**src/rtl/rom_arb_pkg.sv**
```systemverilog
package rom_arb_pkg;
  localparam int unsigned SEL_W = 4;
  localparam logic [SEL_W-1:0] SEL_BUS = 4'b0110;
  localparam logic [SEL_W-1:0] SEL_CHK = 4'b1001;

  typedef enum logic [1:0] {
    OWN_NONE = 2'b00,
    OWN_BUS  = 2'b01,
    OWN_CHK  = 2'b10
  } owner_e;
endpackage

```
**src/rtl/rom_arb_sel_decode.sv**
```systemverilog
module rom_arb_sel_decode
  import rom_arb_pkg::*;
#(
  parameter bit SCRAMBLE_EN = 1'b1
) (
  input  logic [SEL_W-1:0] sel_i,
  output owner_e           owner_o,
  output logic             sel_bad_o
);
  if (SCRAMBLE_EN) begin : g_decode
    always_comb begin
      owner_o   = OWN_NONE;
      sel_bad_o = 1'b0;
      if (sel_i == SEL_BUS)      owner_o = OWN_BUS;
      else if (sel_i == SEL_CHK) owner_o = OWN_CHK;
      else                       sel_bad_o = 1'b1;
    end
  end else begin : g_passthru
    logic unused_sel;
    assign unused_sel = ^sel_i;
    assign owner_o    = OWN_BUS;
    assign sel_bad_o  = 1'b0;
  end
endmodule

```
**src/rtl/rom_arb_route.sv**
```systemverilog
module rom_arb_route
  import rom_arb_pkg::*;
#(
  parameter int unsigned AW = 10
) (
  input  owner_e          owner_i,
  input  logic            bus_req_i,
  input  logic [AW-1:0]   bus_idx_i,
  input  logic [AW-1:0]   bus_key_idx_i,
  input  logic            chk_req_i,
  input  logic [AW-1:0]   chk_idx_i,
  input  logic [AW-1:0]   chk_key_idx_i,
  output logic            bus_gnt_o,
  output logic            mem_req_o,
  output logic [AW-1:0]   mem_idx_o,
  output logic [AW-1:0]   mem_key_idx_o,
  output logic            idx_split_o
);
  always_comb begin
    bus_gnt_o     = 1'b0;
    mem_req_o     = 1'b0;
    mem_idx_o     = '0;
    mem_key_idx_o = '0;
    unique case (owner_i)
      OWN_BUS: begin
        bus_gnt_o     = 1'b1;
        mem_req_o     = bus_req_i;
        mem_idx_o     = bus_idx_i;
        mem_key_idx_o = bus_key_idx_i;
      end
      OWN_CHK: begin
        mem_req_o     = chk_req_i;
        mem_idx_o     = chk_idx_i;
        mem_key_idx_o = chk_key_idx_i;
      end
      default: ;
    endcase
  end

  assign idx_split_o = mem_req_o && (mem_idx_o != mem_key_idx_o);
endmodule

```
**src/rtl/rom_arb_track.sv**
```systemverilog
module rom_arb_track
  import rom_arb_pkg::*;
(
  input  logic   clk,
  input  logic   rst_n,
  input  owner_e owner_i,
  input  logic   mem_req_i,
  input  logic   mem_rvalid_i,
  input  logic   sel_bad_i,
  input  logic   idx_split_i,
  output logic   rsp_bus_o,
  output logic   rsp_chk_o,
  output logic   fault_now_o,
  output logic   alert_q_o
);
  logic pend_q, pend_d;
  logic own_bus_q, own_bus_d;
  logic alert_q, alert_d;
  logic stray_rsp;

  assign stray_rsp   = mem_rvalid_i && !pend_q;
  assign fault_now_o = sel_bad_i || idx_split_i || stray_rsp;

  always_comb begin
    pend_d    = mem_req_i;
    own_bus_d = own_bus_q;
    if (mem_req_i) own_bus_d = (owner_i == OWN_BUS);
    alert_d   = alert_q || fault_now_o;
  end

  always_ff @(posedge clk or negedge rst_n) begin
    if (!rst_n) begin
      pend_q    <= 1'b0;
      own_bus_q <= 1'b0;
      alert_q   <= 1'b0;
    end else begin
      pend_q    <= pend_d;
      own_bus_q <= own_bus_d;
      alert_q   <= alert_d;
    end
  end

  assign rsp_bus_o = mem_rvalid_i && pend_q && own_bus_q;
  assign rsp_chk_o = mem_rvalid_i && pend_q && !own_bus_q;
  assign alert_q_o = alert_q;
endmodule

```
**src/rtl/rom_arb_mux.sv**
```systemverilog
module rom_arb_mux
  import rom_arb_pkg::*;
#(
  parameter int unsigned AW          = 10,
  parameter int unsigned DW          = 39,
  parameter bit          SCRAMBLE_EN = 1'b1
) (
  input  logic             clk,
  input  logic             rst_n,
  input  logic [3:0]       sel_i,
  input  logic             bus_req_i,
  input  logic [AW-1:0]    bus_idx_i,
  input  logic [AW-1:0]    bus_key_idx_i,
  output logic             bus_gnt_o,
  output logic             bus_rvalid_o,
  output logic [DW-1:0]    bus_rdata_o,
  input  logic             chk_req_i,
  input  logic [AW-1:0]    chk_idx_i,
  input  logic [AW-1:0]    chk_key_idx_i,
  output logic             chk_rvalid_o,
  output logic [DW-1:0]    chk_rdata_o,
  output logic             mem_req_o,
  output logic [AW-1:0]    mem_idx_o,
  output logic [AW-1:0]    mem_key_idx_o,
  input  logic             mem_rvalid_i,
  input  logic [DW-1:0]    mem_scr_rdata_i,
  input  logic [DW-1:0]    mem_clr_rdata_i,
  output logic             alert_o
);
  owner_e owner;
  logic   sel_bad, idx_split, rsp_bus, fault_now, alert_q;

  rom_arb_sel_decode #(.SCRAMBLE_EN(SCRAMBLE_EN)) u_dec (
    .sel_i     (sel_i),
    .owner_o   (owner),
    .sel_bad_o (sel_bad)
  );

  rom_arb_route #(.AW(AW)) u_route (
    .owner_i       (owner),
    .bus_req_i     (bus_req_i),
    .bus_idx_i     (bus_idx_i),
    .bus_key_idx_i (bus_key_idx_i),
    .chk_req_i     (chk_req_i),
    .chk_idx_i     (chk_idx_i),
    .chk_key_idx_i (chk_key_idx_i),
    .bus_gnt_o     (bus_gnt_o),
    .mem_req_o     (mem_req_o),
    .mem_idx_o     (mem_idx_o),
    .mem_key_idx_o (mem_key_idx_o),
    .idx_split_o   (idx_split)
  );

  rom_arb_track u_track (
    .clk          (clk),
    .rst_n        (rst_n),
    .owner_i      (owner),
    .mem_req_i    (mem_req_o),
    .mem_rvalid_i (mem_rvalid_i),
    .sel_bad_i    (sel_bad),
    .idx_split_i  (idx_split),
    .rsp_bus_o    (rsp_bus),
    .rsp_chk_o    (chk_rvalid_o),
    .fault_now_o  (fault_now),
    .alert_q_o    (alert_q)
  );

  assign bus_rvalid_o = rsp_bus && !(alert_q || fault_now);
  assign bus_rdata_o  = mem_clr_rdata_i;
  assign chk_rdata_o  = mem_scr_rdata_i;
  assign alert_o      = alert_q;
endmodule

```
**config.mk**
```make
export PLATFORM = sky130hd
export DESIGN_NAME = rom_arb_mux
export DESIGN_NICKNAME = d
export VERILOG_FILES = /design/src/rtl/rom_arb_pkg.sv /design/src/rtl/rom_arb_sel_decode.sv /design/src/rtl/rom_arb_route.sv /design/src/rtl/rom_arb_track.sv /design/src/rtl/rom_arb_mux.sv
export SDC_FILE = /design/constraint.sdc
export NUM_CORES = 1
export LEC_CHECK = 0
export BUFFER_PORTS_ARGS = -buffer_cell sky130_fd_sc_hd__clkbuf_2
export CAP_MARGIN = 20
export CORE_AREA = 2 2 88 90
export CTS_CLUSTER_DIAMETER = 50
export DETAILED_ROUTE_END_ITERATION = 8
export DIE_AREA = 0 0 90 92
export GPL_TIMING_DRIVEN = 0
export PLACE_DENSITY_LB_ADDON = 0.15
export SLEW_MARGIN = 10
export SYNTH_ARGS = -nofsm -noshare
export SYNTH_HDL_FRONTEND = slang
export SYNTH_HIERARCHICAL = 1
export SYNTH_SLANG_ARGS = --single-unit
```
**constraint.sdc**
```tcl
create_clock -name clk -period 4.4 [get_ports clk]
set_clock_uncertainty 0.15 [all_clocks]
set_input_delay 0.44 -clock clk [delete_from_list [all_inputs] [get_ports clk]]
set_output_delay 0.44 -clock clk [all_outputs]
set_load 0.03 [all_outputs]
```
==> summary.txt <==
Synth
  • Synth Warn #: 6
  • Synth top area cells: buf_4, a22oi_1, nor2_1, o21ai_0, dfrtp_1
  • Top FF cell, synth: dfrtp_1
  • Synth area leader: buf_4
  • Synth top cells by count: buf_4, nor2_1, a22oi_1
  • Synth top area share: 0.387
  • Post-Syn Instances: 220
  • Asr flop ratio synth: 1.00
  • Distinct cells, synth: 36
  • Synthesized area: 1510 sq um
  • Post-Syn Nets: 349
  • Sequential area share after synthesis: 0.0496
  • Seq cells post-synth: 3
  • EDFF count, synth: 0
  • Post-Syn Area per Cell: 6.88 sq um
  • Most frequent cell after synthesis: buf_4

Route
  • Via density: 4.32
  • DR iter-0 viols: 41
  • ANT nets after route: 0
  • Detailed-route via count: 2067
  • Drt pass-1 iters: 4
  • Drt wl/cell: 12.0 um
  • Residual DRC: 0
  • Total Routed Length: 5730 um

Clocking
  • Clock Path Buffers: 2
  • Reg clk slew, reported paths: 0.03 ns
  • H-Tree Level Count: 1
  • Cts bufs inserted: 3
  • Total setup buffers inserted after CTS: 0
  • CTS Root Cell: clkbuf_8
  • CTS tree: yes
  • Clock Latency Late Sink: 0.21 ns
  • Clock Sinks: 3

Worst setup path
  • Endpoint class of the critical path: primary output
  • Crit path max fanout: 10
  • CP Class: primary input to primary output
  • Critical path startpoint category: primary input
  • Worst Path Required: 3.81 ns
  • Crit path DAT: 3.42 ns

Timing
  • Final period util: 0.911
  • Final hold violation count: 0
  • Unrepaired setup endpoints after global routing: no
  • Sum Neg Setup Slack: 0 ns
  • Worst-Margin Slew: 0.567 ns
  • Worst rel slew slack: 0.622
  • Minimum clock period: 4.01 ns
  • Max Freq: 249 MHz
  • Final Max Tran Viols: 0
  • Finish-stage setup viols: 0

Power
  • Worst vdd ir: 60.4 uV
  • Pwr dens: 144 nW/um^2
  • P_leak: 0.00136 uW
  • Design Power: 353 uW

Global route
  • GR Util met1: 0.154
  • Initial antenna violation count: 0
  • First-pass GRT wire length: 8290 um
  • Vias in the first global route: 1715
  • GR Overflow Total: 0
  • Tot GR Track Use: 0.121
  • Met3 usage: 0.0238
  • Global-route layer with the greatest usage: met2
  • Met2 usage: 0.219
  • Largest net degree at the start of global routing: 11

Layout
  • Area Growth Syn to Fin: 62.1%
  • Share of cells above drive strength 1: 0.641
  • ANT cells: 0
  • Nets: 506

Die
  • # rows: 32
  • DIE AREA: 8280 sq um
  • Starting Density: 0.203
  • Die width: 90 um
  • Chip height: 92 um
  • IO Count: 230
  • Core Area: 7450 sq um

Placement
  • PortBufs: 151
  • GPL Wtd Cong: 0.719
  • DP Wirelength: 4950 um

Outcome
  • Status: finished clean

Min path
  • Hold Path Class: register to register

Flow run
  • Max Cap Viol: 0
-- cell type report --
type / instances / area (sq um)
fill: 824 / 4990
multi-input combinational: 123 / 774
timing repair buffer: 152 / 766
buffer: 89 / 647
tap: 102 / 128
sequential: 3 / 75.1
clock buffer: 4 / 45.0
inverter: 5 / 18.8
-- per-stage QoR --
| stage | hold WS (ns) | utilization | instance area [sq um] | worst slack (ns) | std cells |
|---|---|---|---|---|---|
| floorplan | -0.00559 | - | 1510 | 0.387 | 220 |
| global placement | 0.0909 | 0.322 | 2400 | 0.215 | 473 |
| detailed placement | 0.0917 | 0.322 | 2400 | 0.210 | 473 |
| CTS | 0.351 | 0.329 | 2450 | 0.193 | 478 |
| global route | 0.369 | 0.329 | 2450 | 0.0388 | 478 |
| finish | 0.346 | 0.329 | 2450 | 0.391 | 478 |
-- power breakdown --
| group | leakage [uW] | internal [uW] | switching (uW) |
|---|---|---|---|
| logic | 0.00130 | 102 | 141 |
| clock network | 0.0000228 | 61.7 | 17.0 |
| registers | 0.0000332 | 30.0 | 1.02 |
| total | 0.00136 | 193 | 159 |
-- layout by cell type (no fill, tap or decap), types with 3 or more instances in the layout --
cell type	netlist	layout
a221oi_1	4	4
nor2_1	22	22
a21oi_1	11	11
and3_1	7	7
buf_1	3	3
a22oi_1	20	20
buf_2	3	3
a21o_1	3	3
dfrtp_1	3	3
clkbuf_1	3	3
a22o_1	4	4
buf_4	78	78
nand2_1	8	8
clkbuf_2	0	152
clkbuf_8	0	3
o21ai_0	16	16
inv_1	5	5
-- metal layers --
metal,vias up,wire [um]
li1,1027,-
met1,922,2380
met2,118,2860
met3,0,499
met4,0,0
met5,-,0
-- repair_timing --
action | 4_1_cts | 5_1_grt
hold endpoints to repair | 3 | 0
endpoints found under the setup margin | 0 | 1
gates resized for setup | 0 | 2
hold buffers | 1 | 0
-- worst max-delay path: stages --
cell and delay [ns]:
clkbuf_2 0.09, and4bb_1 0.33, inv_1 0.06, ha_1 0.24, buf_6 0.17, a22oi_1 0.15, nor2_1 0.08, a221o_1 0.30
or4_1 0.53, o31a_1 0.32, nor2_1 0.19, o21ai_1 0.11, nor3b_2 0.18, clkbuf_2 0.22
-- path summary, 6_finish.rpt --
path / end / start / slack, ns / depth (start not counted)
setup / recovery: bus_rvalid_o / sel_i[2] / 0.39 / 14
setup reg to reg: u_track/alert_q_o$_DFF_PN0_ / u_track/alert_q_o$_DFF_PN0_ / 3.57 / 2
max in group asynchronous: u_track/alert_q_o$_DFF_PN0_ / rst_n / 3.58 / 2
min in group asynchronous: u_track/own_bus_q$_DFFE_PN0P_ / rst_n / 0.41 / 2
hold / removal: u_track/alert_q_o$_DFF_PN0_ / u_track/pend_q$_DFF_PN0_ / 0.35 / 1
hold reg to reg: u_track/alert_q_o$_DFF_PN0_ / u_track/pend_q$_DFF_PN0_ / 0.35 / 1
-- cell families after synthesis --
logic type               share of synthesized area
AO/OA/AOI/OAI                                0.326
flip-flops                                  0.0496
adder cells (fa/ha/maj)                     0.0165
AND/OR/NAND/NOR                              0.169
buffers and inverters                        0.439
-- state kept, by name (all words and copies together), names as in the netlist --
signal             count
u_track/alert_q_o      1
u_track/own_bus_q      1
u_track/pend_q         1
Note: power is estimated with default switching activity, not from simulation.
